**src/rtl/prio_intc_pkg.sv**
```systemverilog
package prio_intc_pkg;
  localparam int ADDR_W   = 12;
  localparam int EDGE_BIT = 4;

  localparam logic [ADDR_W-1:0] OFS_IRQV = 12'h100;
  localparam logic [ADDR_W-1:0] OFS_FIQV = 12'h104;
  localparam logic [ADDR_W-1:0] OFS_CUR  = 12'h108;
  localparam logic [ADDR_W-1:0] OFS_PEND = 12'h10C;
  localparam logic [ADDR_W-1:0] OFS_MASK = 12'h110;
  localparam logic [ADDR_W-1:0] OFS_STAT = 12'h114;
  localparam logic [ADDR_W-1:0] OFS_EN   = 12'h120;
  localparam logic [ADDR_W-1:0] OFS_DIS  = 12'h124;
  localparam logic [ADDR_W-1:0] OFS_SETP = 12'h128;
  localparam logic [ADDR_W-1:0] OFS_CLRP = 12'h12C;
  localparam logic [ADDR_W-1:0] OFS_EOI  = 12'h130;
  localparam logic [ADDR_W-1:0] OFS_SPUR = 12'h134;
endpackage

```
**src/rtl/prio_intc_srcsync.sv**
```systemverilog
module prio_intc_srcsync #(
  parameter int N           = 32,
  parameter int SYNC_STAGES = 2
) (
  input  logic         clk,
  input  logic         rst,
  input  logic [N-1:0] src_i,
  input  logic [N-1:0] edge_mode_i,
  input  logic [N-1:0] set_i,
  input  logic [N-1:0] clr_i,
  output logic [N-1:0] pend_o
);
  for (genvar g = 0; g < N; g++) begin : g_line
    logic [SYNC_STAGES:0] shift_q;
    logic                 latch_q;
    logic                 synced;
    logic                 rise;

    always_ff @(posedge clk) begin
      if (rst) shift_q <= '0;
      else     shift_q <= {shift_q[SYNC_STAGES-1:0], src_i[g]};
    end

    assign synced = shift_q[SYNC_STAGES-1];
    assign rise   = synced & ~shift_q[SYNC_STAGES];

    // a fresh edge wins over an acknowledge or clear in the same cycle
    always_ff @(posedge clk) begin
      if (rst)                                latch_q <= 1'b0;
      else if ((rise | set_i[g]) & edge_mode_i[g]) latch_q <= 1'b1;
      else if (clr_i[g])                      latch_q <= 1'b0;
    end

    assign pend_o[g] = edge_mode_i[g] ? latch_q : synced;

    assert_clear_drops_latch_R6: assert property (@(posedge clk) disable iff (rst)
      (clr_i[g] && !set_i[g] && !(rise && edge_mode_i[g])) |=> !latch_q);
  end
endmodule

```
**src/rtl/prio_intc_arbiter.sv**
```systemverilog
module prio_intc_arbiter #(
  parameter int N  = 32,
  parameter int PW = 3,
  localparam int IDX_W = $clog2(N)
) (
  input  logic                  clk,
  input  logic                  rst,
  input  logic [N-1:1]          qual_i,
  input  logic [N-1:1][PW-1:0]  prio_i,
  input  logic                  cur_valid_i,
  input  logic [PW-1:0]         cur_lvl_i,
  output logic                  win_valid_o,
  output logic [IDX_W-1:0]      win_idx_o,
  output logic [PW-1:0]         win_prio_o
);
  logic             found;
  logic [PW-1:0]    best;
  logic [IDX_W-1:0] bidx;

  // scan from the top line down; ">=" lets a lower line take an equal level
  always_comb begin
    found = 1'b0;
    best  = '0;
    bidx  = '0;
    for (int i = N - 1; i >= 1; i--) begin
      if (qual_i[i] && (!found || prio_i[i] >= best)) begin
        found = 1'b1;
        best  = prio_i[i];
        bidx  = IDX_W'(i);
      end
    end
  end

  assign win_valid_o = found && (!cur_valid_i || best > cur_lvl_i);
  assign win_idx_o   = bidx;
  assign win_prio_o  = best;

  assert_winner_above_service_R7: assert property (@(posedge clk) disable iff (rst)
    (win_valid_o && cur_valid_i) |-> (win_prio_o > cur_lvl_i));
endmodule

```
**src/rtl/prio_intc_stack.sv**
```systemverilog
module prio_intc_stack #(
  parameter int DEPTH = 8,
  parameter int PW    = 3,
  localparam int SP_W = $clog2(DEPTH + 1),
  localparam int IX_W = $clog2(DEPTH)
) (
  input  logic          clk,
  input  logic          rst,
  input  logic          push_i,
  input  logic          pop_i,
  input  logic [PW-1:0] push_val_i,
  output logic          nonempty_o,
  output logic [PW-1:0] top_o
);
  logic [PW-1:0]   stk [DEPTH];
  logic [SP_W-1:0] sp_q;
  logic [SP_W-1:0] sp_m1;
  logic            full;

  assign full  = (sp_q == SP_W'(DEPTH));
  assign sp_m1 = sp_q - 1'b1;

  always_ff @(posedge clk) begin
    if (rst)                    sp_q <= '0;
    else if (push_i && !full)   sp_q <= sp_q + 1'b1;
    else if (pop_i && sp_q != 0) sp_q <= sp_m1;
  end

  always_ff @(posedge clk) begin
    if (push_i && !full) stk[sp_q[IX_W-1:0]] <= push_val_i;
  end

  assign nonempty_o = (sp_q != 0);
  assign top_o      = stk[sp_m1[IX_W-1:0]];

  assert_stack_no_overflow_R7: assert property (@(posedge clk) disable iff (rst)
    push_i |-> !full);
  assert_push_strictly_rises_R7: assert property (@(posedge clk) disable iff (rst)
    (push_i && nonempty_o) |-> (push_val_i > top_o));
endmodule

```
**src/rtl/prio_intc.sv**
```systemverilog
module prio_intc
  import prio_intc_pkg::*;
#(
  parameter int          NUM_SRC     = 32,
  parameter int          PRIO_W      = 3,
  parameter int          STACK_DEPTH = 8,
  parameter int          SYNC_STAGES = 2,
  parameter logic [31:0] SPUR_RST    = 32'h0000_0FFC
) (
  input  logic               clk,
  input  logic               rst,
  input  logic [NUM_SRC-1:0] src_i,
  input  logic               bus_sel,
  input  logic               bus_wr,
  input  logic [ADDR_W-1:0]  bus_addr,
  input  logic [31:0]        bus_wdata,
  output logic [31:0]        bus_rdata,
  output logic               irq_o,
  output logic               fiq_o
);
  localparam int IDX_W = $clog2(NUM_SRC);

  logic [NUM_SRC-1:0]             mask_q, edge_q, pend, qual;
  logic [NUM_SRC-1:0]             set_cmd, clr_cmd, ack_clr;
  logic [NUM_SRC-1:0][PRIO_W-1:0] prio_q;
  logic [31:0]                    vec_mem [NUM_SRC];
  logic [31:0]                    vec_q, reg_q, spur_q;
  logic                           use_vec_q;
  logic [IDX_W-1:0]               cur_src_q, reg_idx, vrd_idx;
  logic                           irq_q, fiq_q;

  logic wr_en, rd_en, in_mode, in_vec;
  logic irq_ack, fiq_ack, eoi;
  logic win_valid, stk_nonempty;
  logic [IDX_W-1:0]  win_idx;
  logic [PRIO_W-1:0] win_prio, stk_top;

  // ---------------- decode ----------------
  assign wr_en   = bus_sel & bus_wr;
  assign rd_en   = bus_sel & ~bus_wr;
  assign in_mode = (bus_addr[ADDR_W-1:7] == '0);
  assign in_vec  = (bus_addr[ADDR_W-1:7] == 5'd1);
  assign reg_idx = bus_addr[IDX_W+1:2];

  assign qual    = pend & mask_q;
  assign irq_ack = rd_en && (bus_addr == OFS_IRQV) && win_valid;
  assign fiq_ack = rd_en && (bus_addr == OFS_FIQV) && qual[0];
  assign eoi     = wr_en && (bus_addr == OFS_EOI);

  assign set_cmd = (wr_en && bus_addr == OFS_SETP) ? bus_wdata[NUM_SRC-1:0] : '0;
  assign clr_cmd = (wr_en && bus_addr == OFS_CLRP) ? bus_wdata[NUM_SRC-1:0] : '0;

  always_comb begin
    ack_clr = '0;
    if (irq_ack) ack_clr[win_idx] = 1'b1;
    if (fiq_ack) ack_clr[0]       = 1'b1;
  end

  // ---------------- line conditioning ----------------
  prio_intc_srcsync #(.N(NUM_SRC), .SYNC_STAGES(SYNC_STAGES)) u_sync (
    .clk         (clk),
    .rst         (rst),
    .src_i       (src_i),
    .edge_mode_i (edge_q),
    .set_i       (set_cmd),
    .clr_i       (clr_cmd | ack_clr),
    .pend_o      (pend)
  );

  // ---------------- arbitration and nesting ----------------
  prio_intc_arbiter #(.N(NUM_SRC), .PW(PRIO_W)) u_arb (
    .clk         (clk),
    .rst         (rst),
    .qual_i      (qual[NUM_SRC-1:1]),
    .prio_i      (prio_q[NUM_SRC-1:1]),
    .cur_valid_i (stk_nonempty),
    .cur_lvl_i   (stk_top),
    .win_valid_o (win_valid),
    .win_idx_o   (win_idx),
    .win_prio_o  (win_prio)
  );

  prio_intc_stack #(.DEPTH(STACK_DEPTH), .PW(PRIO_W)) u_stack (
    .clk        (clk),
    .rst        (rst),
    .push_i     (irq_ack),
    .pop_i      (eoi),
    .push_val_i (win_prio),
    .nonempty_o (stk_nonempty),
    .top_o      (stk_top)
  );

  // ---------------- configuration ----------------
  always_ff @(posedge clk) begin
    if (rst) begin
      mask_q <= '0;
      edge_q <= '0;
      prio_q <= '0;
      spur_q <= SPUR_RST;
    end else if (wr_en) begin
      if (in_mode) begin
        prio_q[reg_idx] <= bus_wdata[PRIO_W-1:0];
        edge_q[reg_idx] <= bus_wdata[EDGE_BIT];
      end
      if (bus_addr == OFS_EN)   mask_q <= mask_q |  bus_wdata[NUM_SRC-1:0];
      if (bus_addr == OFS_DIS)  mask_q <= mask_q & ~bus_wdata[NUM_SRC-1:0];
      if (bus_addr == OFS_SPUR) spur_q <= bus_wdata;
    end
  end

  // vector words: one write port, one registered read port
  always_comb begin
    if (bus_addr == OFS_IRQV)      vrd_idx = win_idx;
    else if (bus_addr == OFS_FIQV) vrd_idx = '0;
    else                           vrd_idx = reg_idx;
  end

  always_ff @(posedge clk) begin
    if (wr_en && in_vec) vec_mem[reg_idx] <= bus_wdata;
    if (rd_en)           vec_q <= vec_mem[vrd_idx];
  end

  // ---------------- read side and acknowledge ----------------
  always_ff @(posedge clk) begin
    if (rst) begin
      reg_q     <= '0;
      use_vec_q <= 1'b0;
      cur_src_q <= '0;
    end else begin
      if (irq_ack)      cur_src_q <= win_idx;
      else if (fiq_ack) cur_src_q <= '0;
      if (rd_en) begin
        use_vec_q <= in_vec || irq_ack || fiq_ack;
        if (in_mode) reg_q <= (32'(edge_q[reg_idx]) << EDGE_BIT) | 32'(prio_q[reg_idx]);
        else begin
          case (bus_addr)
            OFS_IRQV, OFS_FIQV, OFS_SPUR: reg_q <= spur_q;
            OFS_CUR:  reg_q <= 32'(cur_src_q);
            OFS_PEND: reg_q <= 32'(pend);
            OFS_MASK: reg_q <= 32'(mask_q);
            OFS_STAT: reg_q <= {30'd0, fiq_q, irq_q};
            default:  reg_q <= '0;
          endcase
        end
      end
    end
  end

  assign bus_rdata = use_vec_q ? vec_q : reg_q;

  // ---------------- registered requests ----------------
  always_ff @(posedge clk) begin
    if (rst) begin
      irq_q <= 1'b0;
      fiq_q <= 1'b0;
    end else begin
      irq_q <= win_valid;
      fiq_q <= qual[0];
    end
  end

  assign irq_o = irq_q;
  assign fiq_o = fiq_q;

  assert_cur_src_follows_ack_R5: assert property (@(posedge clk) disable iff (rst)
    irq_ack |=> (cur_src_q == $past(win_idx)));
  assert_line0_not_normal_R8: assert property (@(posedge clk) disable iff (rst)
    irq_ack |-> (win_idx != '0));
  assert_ack_needs_mask_R2: assert property (@(posedge clk) disable iff (rst)
    irq_ack |-> mask_q[win_idx]);
endmodule

```
**config.mk**
```make
export PLATFORM = sky130hd
export DESIGN_NAME = prio_intc
export DESIGN_NICKNAME = d
export VERILOG_FILES = /design/src/rtl/prio_intc_pkg.sv /design/src/rtl/prio_intc_srcsync.sv /design/src/rtl/prio_intc_arbiter.sv /design/src/rtl/prio_intc_stack.sv /design/src/rtl/prio_intc.sv
export SDC_FILE = /design/constraint.sdc
export NUM_CORES = 2
export LEC_CHECK = 0
export ABC_AREA = 1
export BUFFER_PORTS_ARGS = -buffer_cell sky130_fd_sc_hd__buf_2
export CORE_UTILIZATION = 70
export CTS_BUF_LIST = sky130_fd_sc_hd__clkbuf_8
export DETAILED_ROUTE_END_ITERATION = 6
export HOLD_SLACK_MARGIN = 0.15
export PLACE_DENSITY = 0.87
export REMOVE_ABC_BUFFERS = 1
export SYNTH_ARGS = -nofsm -noshare
export SYNTH_HDL_FRONTEND = slang
export SYNTH_HIERARCHICAL = 1
export SYNTH_SLANG_ARGS = --single-unit
```
**constraint.sdc**
```tcl
create_clock -name clk -period 81.2 [get_ports clk]
set_input_delay 4.06 -clock clk [delete_from_list [all_inputs] [get_ports clk]]
set_output_delay 4.06 -clock clk [all_outputs]
set_load 0.01 [all_outputs]
```
==> flow_summary.toml <==
[cts]
root_buffer = "clkbuf_8"
cts_setup_buffers = 0
cts_tree = "yes"
numCtsBuffers = 217
path_clk_slew_ns = 0.06
clk_latency_ns = 0.91
cts_hold_buf = 0
htree_num_levels = 4
clock_path_buffers = 3
cts_sinks = 1444
post_cts_resized = 0

[final_layout]
fillers = 6056
instances_no_fill = 8657
final_cell_mix = "nand2_1 (1737), nand3_1 (1108), edfxtp_1 (1080), inv_1 (1039), dfxtp_1 (363)"
final-seq-area_um2 = 39720
layout_commonest_cell = "nand2_1"
drive_gt1_frac = 0.09909
multi_input_area_um2 = 21690
syn2layout_area_growth_pct = 8.042
fin_area_um2 = 72220
fin_nets = 7371
final_util = 0.7692

[critical_path]
cp-startpoint = "u_sync/g_line[31].shift_q[1]"
cp-end-kind = "flip-flop"
critPathArrivalTime_ns = 36.89
r2r_start = "u_sync/g_line[31].shift_q[1]"
cp-start-kind = "flip-flop"
cp_max_fo = 97
crit_required_ns = 81.85
slowest_stage = "buf_4"
crit_type = "flip-flop to flip-flop"
path_common_cell = "nand2_1"
critPathMaxStageDelay_ns = 0.92

[power]
seq_power_share = 0.550
p_per_area_nw_per_um2 = 20.06
switching_share = 0.2406
intPower_mw = 1.100
p_switching_mw = 0.3485
ir_drop_v = 0.00001983
pwr-share-comb = 0.056
p_total_mw = 1.448
power.leakage_nw = 29.68
clkPwrFrac = 0.394

[die]
die_y_um = 311.0
die_x_um = 311.0
ioPinCount = 114
die-area_um2 = 96730
core_area_um2 = 93890
rows = 112
initial_core_util = 0.7119

[logic_synthesis]
ys_seq_area_frac = 0.5942
async_flop_share = 0
synth.avg_cell_area_um2 = 9.317
ys_ff_latch = 1444
synth_cell_types = 45
syn_inst = 7174
syn_area_um2 = 66840
synth-main-ff-cell = "edfxtp_1"
synth-edff-count = 1080
ys_warn_count = 6

[sta]
fin_crit_ns = 36.24
slew_headroom = 0.1248
hold_ws_ns = 0.3924
fmax_ghz = 0.02760
setup_viol = 0
tightest_slew_ns = 1.313
slew_violations = 0
worst_slack_ns = 44.96
tns_ns = 0
finalHoldViolCount = 0
rsz0062_at_grt = "false"
period_share = 0.4462
fin_skew_ns = 0.04129

[min_path]
min_path_type = "flip-flop to flip-flop"
min_from = "u_sync/g_line[25].shift_q[0]"

[grt]
grt_pass1_wl_um = 300600
antenna_found_initial = 9
grt-ovfl-total = 0
grt_pass1_vias = 52420
grt_max_degree = 228
track_usage = 0.4091

[drt]
drt_wl_total_um = 202300
viasPerCell = 6.326
final_antenna_net_count = 0
vias = 54760
first_pass_iters = 7
drc_errors = 1
wl_per_cell_um = 23.36
drtIter0Drc = 9255

[placement]
dp.cells = 8255
dpl_cell_area_um2 = 68070
portBuffers = 113
routabilityCongestion = 0.9970
post-dp-hpwl_um = 111000
pre_cts_ws_ns = 45.90

[outcome]
violations = "design-rule violations"
status = "complete, but fails checks"

[run]
drv_cap = 0
[Yosys cell counts, types with 36 or more instances]
| cell | instances | share of area |
|---|---|---|
| a21oi_1 | 225 | 0.017 |
| buf_2 | 193 | 0.014 |
| clkbuf_1 | 118 | 0.0066 |
| dfxtp_1 | 364 | 0.11 |
| edfxtp_1 | 1080 | 0.49 |
| ha_1 | 71 | 0.013 |
| inv_1 | 959 | 0.054 |
| nand2_1 | 1737 | 0.098 |
| nand2_2 | 61 | 0.0057 |
| nand3_1 | 1110 | 0.083 |
| nand3b_1 | 227 | 0.025 |
| nor2_1 | 237 | 0.013 |
| nor3_1 | 46 | 0.0034 |
| o211ai_1 | 36 | 0.0040 |
| o21ai_0 | 317 | 0.024 |
| o22ai_1 | 63 | 0.0059 |
[worst paths after layout]
| check | to | slack (ns) | cells past startpoint |
|---|---|---|---|
| max reg2reg | vec_q[3] | 44.96 | 291 |
| min | u_sync/g_line[25].shift_q[1] | 0.39 | 2 |
| min reg2reg | u_sync/g_line[25].shift_q[1] | 0.39 | 2 |
| max | vec_q[3] | 44.96 | 291 |
[power by group through the flow]
stage | Sequential, mW | Combinational [mW] | Clock, mW
5_1_grt | 0.797 | 0.0859 | 0.598
6_report | 0.797 | 0.0809 | 0.570
2_1_floorplan | 0.812 | 0.0458 | 0
3_5_place_dp | 0.813 | 0.0771 | 0
4_1_cts | 0.797 | 0.0778 | 0.569
3_3_place_gp | 0.813 | 0.0747 | 0
[kinds of logic after synthesis]
family,Yosys count,share of synthesized area
simple gates,3505,0.2404
compound gates,748,0.06200
flops,1444,0.5942
buf+inv,1377,0.08519
fa+ha+maj,71,0.01329
mux,29,0.004886
[layout make-up]
class                           instances  area share
Antenna cell                            6   0.0002079
Clock buffer                          245     0.04669
Clock inverter                        151     0.01046
Inverter                              985     0.05134
Multi-Input combinational cell       4353      0.3003
Sequential cell                      1444      0.5500
Tap cell                             1254     0.02173
Timing Repair Buffer                  219     0.01928
[metal layers]
layer  GRT usage  vias to the layer above  routed length, um
met5           0                        -                 54
met4      0.2399                        8              13220
met3     0.09691                     1010              30080
met2      0.6291                     4421              89430
met1      0.5333                    25250              69470
li1            -                    24070                  -
[sequential cells by signal (all words and copies together) (netlist names), named ones only]
name and flops:
edge_q 32, u_sync/g_line.shift_q 96, u_sync/g_line.latch_q 32, u_stack/sp_q 4, spur_q 32, prio_q 96
irq_o 1, reg_q 32, vec_mem 1024, fiq_o 1, u_stack/stk 24, cur_src_q 5
use_vec_q 1, vec_q 32
[critical path: cells and delay by family (launching register included)]
family	cells	cell delay (ns)
and+or+nand+nor	146	11.98
AOI/OAI and AO/OA	61	9.29
adders and majority gates	30	8.62
buffers and inverters	54	5.63
DFF	1	0.32
(Power assumes the default switching activity.)
